$ cat config.mk
export PLATFORM = sky130hd
export DESIGN_NAME = dma_bus_arbiter
export DESIGN_NICKNAME = d
export VERILOG_FILES = /design/src/rtl/dma_arb_pkg.sv /design/src/rtl/dma_arb_regs.sv /design/src/rtl/dma_arb_select.sv /design/src/rtl/dma_arb_hold.sv /design/src/rtl/dma_bus_arbiter.sv
export SDC_FILE = /design/constraint.sdc
export NUM_CORES = 1
export LEC_CHECK = 0
export BUFFER_PORTS_ARGS = -buffer_cell sky130_fd_sc_hd__buf_2
export CAP_MARGIN = 20
export CORE_MARGIN = 1
export CORE_UTILIZATION = 45
export CTS_CLUSTER_DIAMETER = 120
export DETAILED_ROUTE_END_ITERATION = 16
export GPL_TIMING_DRIVEN = 0
export PLACE_DENSITY_LB_ADDON = 0.3
export SYNTH_ARGS = -nofsm -noshare
export SYNTH_HDL_FRONTEND = slang
export SYNTH_HIERARCHICAL = 1
export SYNTH_SLANG_ARGS = --single-unit
export TNS_END_PERCENT = 30
$ cat constraint.sdc
create_clock -name clk -period 3.93 [get_ports clk]
set_clock_uncertainty 0.1 [all_clocks]
set_input_delay 0.1965 -clock clk [delete_from_list [all_inputs] [get_ports clk]]
set_output_delay 0.1965 -clock clk [all_outputs]
set_load 0.02 [all_outputs]
$ cat src/rtl/dma_arb_pkg.sv
package dma_arb_pkg;

   localparam int CFG_W      = 32;
   localparam int EN_BIT     = 0;
   localparam int POLICY_BIT = 31;
   localparam int CYC_LSB    = 16;
   localparam int CYC_W      = 4;

   localparam logic [CFG_W-1:0] CFG_MASK =
      (32'd1 << EN_BIT) |
      (32'd1 << POLICY_BIT) |
      (((32'd1 << CYC_W) - 32'd1) << CYC_LSB);

   typedef enum logic {
      POL_FIXED = 1'b0,
      POL_ROUND = 1'b1
   } policy_e;

   typedef struct packed {
      logic             enable;
      policy_e          policy;
      logic [CYC_W-1:0] cycle_sel;
   } ctrl_t;

endpackage

$ cat src/rtl/dma_arb_regs.sv
module dma_arb_regs
   import dma_arb_pkg::*;
(
   input  logic             clk,
   input  logic             rst_n,
   input  logic             wr_en,
   input  logic [CFG_W-1:0] wr_data,
   output logic [CFG_W-1:0] rd_data,
   output ctrl_t            ctrl
);

   logic [CFG_W-1:0] word_q;

   always_ff @(posedge clk or negedge rst_n) begin
      if (!rst_n) begin
         word_q <= '0;
      end else if (wr_en) begin
         word_q <= wr_data & CFG_MASK;
      end
   end

   always_comb begin
      rd_data        = word_q;
      ctrl.enable    = word_q[EN_BIT];
      ctrl.policy    = policy_e'(word_q[POLICY_BIT]);
      ctrl.cycle_sel = word_q[CYC_LSB +: CYC_W];
   end

endmodule

$ cat src/rtl/dma_arb_select.sv
module dma_arb_select #(
   parameter int NUM_CH = 8,
   parameter bit HAS_RR = 1'b1,
   localparam int IDX_W = (NUM_CH > 1) ? $clog2(NUM_CH) : 1
) (
   input  logic [NUM_CH-1:0] req,
   input  logic              rr_mode,
   input  logic [IDX_W-1:0]  last_idx,
   output logic [NUM_CH-1:0] pick
);

   localparam logic [NUM_CH-1:0] ONE = {{(NUM_CH-1){1'b0}}, 1'b1};

   logic [NUM_CH-1:0] pick_fixed;
   logic [NUM_CH-1:0] pick_rr;

   assign pick_fixed = req & (~req + ONE);

   generate
      if (HAS_RR) begin : g_rotate
         always_comb begin
            logic             found;
            logic [IDX_W-1:0] idx;
            pick_rr = '0;
            found   = 1'b0;
            for (int k = 1; k <= NUM_CH; k++) begin
               idx = IDX_W'((int'(last_idx) + k) % NUM_CH);
               if (!found && req[idx]) begin
                  pick_rr[idx] = 1'b1;
                  found        = 1'b1;
               end
            end
         end
         assign pick = rr_mode ? pick_rr : pick_fixed;
      end else begin : g_fixed_only
         assign pick_rr = pick_fixed;
         assign pick    = pick_fixed;
      end
   endgenerate

endmodule

$ cat src/rtl/dma_arb_hold.sv
module dma_arb_hold #(
   parameter int NUM_CH = 8,
   localparam int IDX_W = (NUM_CH > 1) ? $clog2(NUM_CH) : 1
) (
   input  logic              clk,
   input  logic              rst_n,
   input  logic              enable,
   input  logic [NUM_CH-1:0] req,
   input  logic [NUM_CH-1:0] done,
   input  logic [NUM_CH-1:0] pick,
   output logic [NUM_CH-1:0] grant,
   output logic [IDX_W-1:0]  last_idx
);

   logic [NUM_CH-1:0] grant_q, grant_d;
   logic [IDX_W-1:0]  last_q, last_d;
   logic              owner_done;
   logic              start;

   assign owner_done = |(grant_q & done);
   assign start      = (grant_q == '0) && enable && (|req);

   always_comb begin
      grant_d = grant_q;
      last_d  = last_q;
      if (grant_q != '0) begin
         if (owner_done) grant_d = '0;
      end else if (start) begin
         grant_d = pick;
         for (int i = 0; i < NUM_CH; i++) begin
            if (pick[i]) last_d = IDX_W'(i);
         end
      end
   end

   always_ff @(posedge clk or negedge rst_n) begin
      if (!rst_n) begin
         grant_q <= '0;
         last_q  <= IDX_W'(NUM_CH - 1);
      end else begin
         grant_q <= grant_d;
         last_q  <= last_d;
      end
   end

   assign grant    = grant_q;
   assign last_idx = last_q;

endmodule

$ cat src/rtl/dma_bus_arbiter.sv
module dma_bus_arbiter
   import dma_arb_pkg::*;
#(
   parameter int NUM_CH = 8,
   parameter bit HAS_RR = 1'b1
) (
   input  logic              clk,
   input  logic              rst_n,
   input  logic              cfg_we,
   input  logic [31:0]       cfg_wdata,
   output logic [31:0]       cfg_rdata,
   input  logic [NUM_CH-1:0] chan_req,
   input  logic [NUM_CH-1:0] chan_done,
   output logic [NUM_CH-1:0] chan_grant
);

   localparam int IDX_W = (NUM_CH > 1) ? $clog2(NUM_CH) : 1;

   generate
      if (NUM_CH < 2) begin : g_bad_count
         $error("dma_bus_arbiter: NUM_CH must be at least 2");
      end
      if (CFG_W != 32) begin : g_bad_word
         $error("dma_bus_arbiter: control word must be 32 bits");
      end
   endgenerate

   ctrl_t             ctrl;
   logic [NUM_CH-1:0] pick;
   logic [IDX_W-1:0]  last_idx;

   dma_arb_regs u_regs (
      .clk     (clk),
      .rst_n   (rst_n),
      .wr_en   (cfg_we),
      .wr_data (cfg_wdata),
      .rd_data (cfg_rdata),
      .ctrl    (ctrl)
   );

   dma_arb_select #(
      .NUM_CH (NUM_CH),
      .HAS_RR (HAS_RR)
   ) u_select (
      .req      (chan_req),
      .rr_mode  (ctrl.policy == POL_ROUND),
      .last_idx (last_idx),
      .pick     (pick)
   );

   dma_arb_hold #(
      .NUM_CH (NUM_CH)
   ) u_hold (
      .clk      (clk),
      .rst_n    (rst_n),
      .enable   (ctrl.enable),
      .req      (chan_req),
      .done     (chan_done),
      .pick     (pick),
      .grant    (chan_grant),
      .last_idx (last_idx)
   );

endmodule

After elaboration in Yosys (flattened, before gate mapping)
Index checks and enable logic that the tools add are counted.

RAM bits: 0. Bits of input ports: 51. Word-level logic and storage cells: 131. Memories: 0. Bits in latches: 0. Bits in registers: 17. Memory bits (read-only): 0.

$lt $le $gt $ge: 16. Mux-type cells: 59. Equal/unequal tests: 1. Shift-type cells: 0. Add/subtract/negate cells: 9. Reduce and logical (&&, ||, !) cells: 32. Bitwise logic cells: 11. $mul: 0. Divide/modulo/power cells: 0.

Operators with widths (count): 8-bit two-way mux (12); 8-bit bitwise OR (7); 3-bit by 4-bit < comparator with 1-bit output, second input constant (8); 1-bit binary-select mux with 3-bit select (8); 1-bit demux with 3-bit select (8); 3-bit by 1-bit >= comparator with 1-bit output, second input constant (8); 3-bit two-way mux (8); 1-bit two-way mux (23); 1-bit logical AND (17); 8-bit bitwise AND (2); 8-bit nonzero test (2); 8-bit OR reduction (2); 3-bit adder, second input constant (4); 8-bit by 1-bit adder with 8-bit output, second input constant (1); 8-bit zero test (1); 8-bit inverter (1); 1-bit zero test (7); 3-bit by 1-bit adder with 3-bit output, second input constant (2); 3-bit by 2-bit adder with 3-bit output, second input constant (2); 3-bit AND reduction (1); 2-bit by 1-bit inequality test with 1-bit output, second input constant (1); 2-bit AND reduction (1); 2-bit nonzero test (1); 1-bit inverter (1).

Logic depth before layout (Yosys ltp)
Depth in word-level cells: 34. Mapped depth: 14.

Modules after synthesis
The synthesis kept the hierarchy.

Modules (own cells, without submodules): dma_arb_select (times used 1, area an instance 1221.2 um^2, seq. area each 0.0 um^2, cells an instance 140); dma_arb_hold (times used 1, area an instance 543.0 um^2, seq. area each 279.0 um^2, cells an instance 51); dma_arb_regs (times used 1, area an instance 495.5 um^2, seq. area each 150.1 um^2, cells an instance 46).

Worst setup path after synthesis
Ideal clock, no wire load.

Kind: reg2reg. From: reg u_hold.last_q[0] (netlist: u_hold/last_idx[0]). To: reg u_hold.last_q[0] (netlist: u_hold/last_idx[0]). Required time: 3.748 ns. Period minus slack after synthesis: 3.925 ns. Path buffers: 1. Arrival: 3.743 ns. Path slack: 0.005 ns. Setup time: 0.082 ns. Stages on the path, launching flop included: 14. Cell sequence: dfstp_2 -> buf_6 -> inv_2 -> ha_1 -> xnor2_2 -> mux4_2 -> and4b_4 -> a22o_1 -> a221oi_2 -> o221ai_1 -> nor4_1 -> nand3_1 -> nand3_2 -> mux2_2.

Elaborated cells between the ends (all ways): 110. Classes of those cells: add/sub (8); order compare (16); mux (55); bitwise (7); reduce/logical (24).

RTL lines: start, declared (line dma_arb_hold.sv:16) `logic [IDX_W-1:0] last_q, last_d;`; start signal, assigned (line dma_arb_hold.sv:39) `last_q <= IDX_W'(NUM_CH - 1);`; start signal, assigned (line dma_arb_hold.sv:42) `last_q <= last_d;`; parallel branches: the longest is 24 deep, another holds 3-bit by 4-bit < comparator with 1-bit output; 8-bit two-way mux * (line dma_arb_select.sv:28) `if (!found && req[idx]) begin`; 8-bit two-way mux * (line dma_arb_select.sv:34) `assign pick = rr_mode ? pick_rr : pick_fixed;`; net pick[4] (line dma_bus_arbiter.sv:29) `logic [NUM_CH-1:0] pick;`; 3-bit two-way mux (4 in a row) (line dma_arb_hold.sv:31) `if (pick[i]) last_d = IDX_W'(i);`.

Mark *: on every way through the listed nets, which the timed path passes. The select of a mux whose other input is x is not followed. A chain may end at the register's enable or synchronous reset.

Worst setup path after layout
From: reg u_hold.last_q[1] (netlist: u_hold/last_idx[1]). To: reg u_hold.last_q[1] (netlist: u_hold/last_idx[1]).

Cells in the longest elaborated chain, start to end: 33. Elaborated cells between the ends (all ways): 110. Classes of those cells: add/sub (8); order compare (16); mux (55); bitwise (7); reduce/logical (24).

Ends and longest elaborated chain (line): parallel branches: the longest is 24 deep, another holds 3-bit by 4-bit < comparator with 1-bit output; 8-bit two-way mux * (dma_arb_select.sv:28); 8-bit two-way mux * (dma_arb_select.sv:34); net pick[1] (dma_bus_arbiter.sv:29); 3-bit two-way mux (7 in a row) (dma_arb_hold.sv:31).

Marked as above.

==> flow_metrics.tcl <==
set metrics [dict create \
    path_class "reg2reg" \
    whs_endpoint "u_regs/rd_data[16]" \
    die_area_um2 5310 \
    layout_common_cells "buf_4 (55), buf_2 (40), conb_1 (26)" \
    instances_no_fill 393 \
    synth_ff_type "dfrtp_1" \
    die_height_um 72.9 \
    hold_start "cfg_wdata[16]" \
    root_buffer "clkbuf_8" \
    min_path_cells 2 \
    wire_per_inst_um 16.2 \
    outcome "finished, final reports clean" \
    first_pass_iters 5 \
    clk_latency_ns 0.25 \
    reg2reg_from "u_hold/last_idx[1]" \
    synth_cell_types 56 \
    synth_edf_count 0 \
    area_growth_pct 36.9 \
    avgSynthCellArea_um2 9.53 \
    netlist_area_um2 2260 \
    fillCellCount 400 \
    finalNetCount 384 \
    io_pins 91 \
    crit_path_start_kind "flop" \
    yosysSeqAreaShare_pct 19.0 \
    reg2reg_setup_slack_ns 0.02 \
    drive_gt1_share_pct 48.8 \
    dp.cells 366 \
    maxSlewHeadroom_pct 53.8 \
    cp-end-kind "flop" \
    reg2reg_depth 14 \
    core_um2 4790 \
    drc 0 \
    cp_max_fo 7 \
    multi_input_area_um2 1780 \
    overflow 0 \
    synthCells 237 \
    setup-tns-final_ns 0 \
    layout_commonest_cell "buf_4" \
    grt_pass1_wl_um 9450 \
    drv_slew 0 \
    cts.sinks 17 \
    p_leak_nw 1.34 \
    cts_tree "built" \
    dpl_cell_area_um2 2620 \
    synth_warnings 6 \
    place_congestion 0.949 \
    worstMarginPinSlew_ns 0.687 \
    drt_iter0_drc 172 \
    max-vdd-ir-drop_v 0.000367 \
    path_clk_slew_ns 0.06 \
    io_buffers 37 \
    via_per_inst 5.79 \
    final_area_um2 3090 \
    grt_usage_pct 23.2 \
    htreeDepth 1 \
    drt_wl_total_um 6370 \
    period_share_pct 99.5 \
    antennaDiodeCount 0 \
    synth-seq-cells 17 \
    grt_start_max_net_pins 18 \
    start_util_pct 47.2 \
    finalSetupViolCount 0 \
    hpwl_um 4540 \
    num_vias 2275 \
    max_cap_violations 0 \
    ff_latch_area_um2 429 \
    grt_pass1_vias 1899 \
    fp.dieW_um 72.9 \
    antenna_found_initial 0 \
    min_path_type "in2reg" \
    fmax_mhz 256 \
    hold_viol_final 0 \
    row_count 25 \
    clock_path_buffers 2 \
    power.density_nw_per_um2 855 \
    min_period_ns 3.91 \
    rr_endpoint "u_hold/last_idx[1]" \
    arrival_ns 3.98 \
    synthArstFlopShare_pct 100 \
    cts_buffers 3 \
    required_ns 4.00 \
    ant_nets 0 \
]
-- metrics by stage --
step | power [mW] | hold WS [ns] | setup slack, ns | utilization [%]
after floorplan | 1.54 | -0.199 | 0.00488 | -
after global placement | 1.87 | 0.0242 | -0.524 | 54.8
after detailed placement | 1.88 | 0.0240 | -0.552 | 54.8
after CTS | 2.23 | 0.0735 | 0.00161 | 59.1
after global routing | 2.79 | 0.0661 | -0.0630 | 64.7
final | 2.65 | 0.0767 | 0.0183 | 64.7
-- cells by family (layout without fill, tap and decap cells) --
kind of cell             count (synthesis)  after routing  synth area share [%]
flip-flops                              17             17                  19.0
buffers and inverters                   54            118                  15.9
other                                    1             26                 0.166
adder cells (fa/ha/maj)                  6              6                  3.32
AND/OR/NAND/NOR                         64             64                  15.5
AO/OA/AOI/OAI                           59             59                  20.3
XOR/XNOR                                 4              4                  2.55
multiplexers                            32             32                  23.2
-- synthesized netlist by cell type, drive strengths merged, types with 2 or more instances --
cell	n	area share [%]
dfrtp	14	16
xor2	2	1.1
mux4	10	11
mux2	13	7.5
o2bb2ai	3	1.2
clkbuf	5	0.83
a211oi	3	1.0
xnor2	2	1.4
o221ai	3	1.2
ha	6	3.3
and4b	2	1.1
a22o	9	3.5
nand2	15	2.5
a21oi	6	1.3
a221oi	2	1.3
nor3	6	1.3
a22oi	6	2.0
dfstp	3	3.5
a311oi	2	0.78
o31ai	6	2.0
nand4	4	1.7
mux2i	9	5.1
o21ai	7	1.6
nor2b	2	0.55
inv	9	1.5
nor4	7	2.2
nand3	9	2.2
a31oi	4	1.1
nor2	14	2.3
buf	40	14
nand3b	2	0.66
-- per-layer routing --
metal	routed length (um)	vias to the layer above	GRT usage, %
met1	2700	1077	34.8
met5	0	-	0
met2	3000	141	34.7
met3	539	16	4.70
met4	123	0	4.36
li1	-	1041	-
-- critical path: stages (launching register included) --
cell	delay [ns]
dfstp_2	0.58
buf_8	0.11
clkinvlp_4	0.14
ha_4	0.33
mux4_2	0.52
mux2i_4	0.29
buf_4	0.18
nand4_4	0.15
o31ai_1	0.32
a22oi_1	0.13
a311oi_2	0.38
nor2_1	0.09
nand3_1	0.09
nand3_2	0.10
mux2_2	0.30
-- worst max path at each step --
stage	end	slack, ns	startpoint
after global placement	u_hold/last_idx[1]	-0.52	u_hold/last_idx[0]
after CTS	u_hold/last_idx[1]	0.002	u_hold/last_idx[0]
after floorplan	u_hold/last_idx[0]	0.005	u_hold/last_idx[0]
after detailed placement	u_hold/last_idx[1]	-0.55	u_hold/last_idx[0]
after global routing	u_hold/last_idx[1]	-0.06	u_hold/last_idx[1]
final	u_hold/last_idx[1]	0.02	u_hold/last_idx[1]
-- repair_timing --
action	CTS	global route
gates cloned	0	0
resized for setup	15	28
endpoints found under the hold margin	14	0
hold buffers	1	0
pin swaps	3	11
setup buffers	8	15
setup endpoints to repair	3	3
-- flip-flops by register name, summed over array words and instances, names as in the netlist --
register	flops
u_hold/last_idx	3
u_hold/grant	8
u_regs/rd_data	6
-- where the power goes --
part / internal (mW) / switching (mW)
sequential: 0.236 / 0.0577
clock: 0.0701 / 0.0544
combinational: 1.05 / 1.17
total: 1.36 / 1.29
-- cell type report --
class	count	share of cell area (%)
sequential	17	13.9
inverter	9	1.42
multi-input combinational	191	57.5
timing repair buffer	61	12.0
buffer	44	11.0
clock inverter	1	0.162
tap	67	2.71
clock buffer	3	1.33
Power figures use the tool's default switching activity.
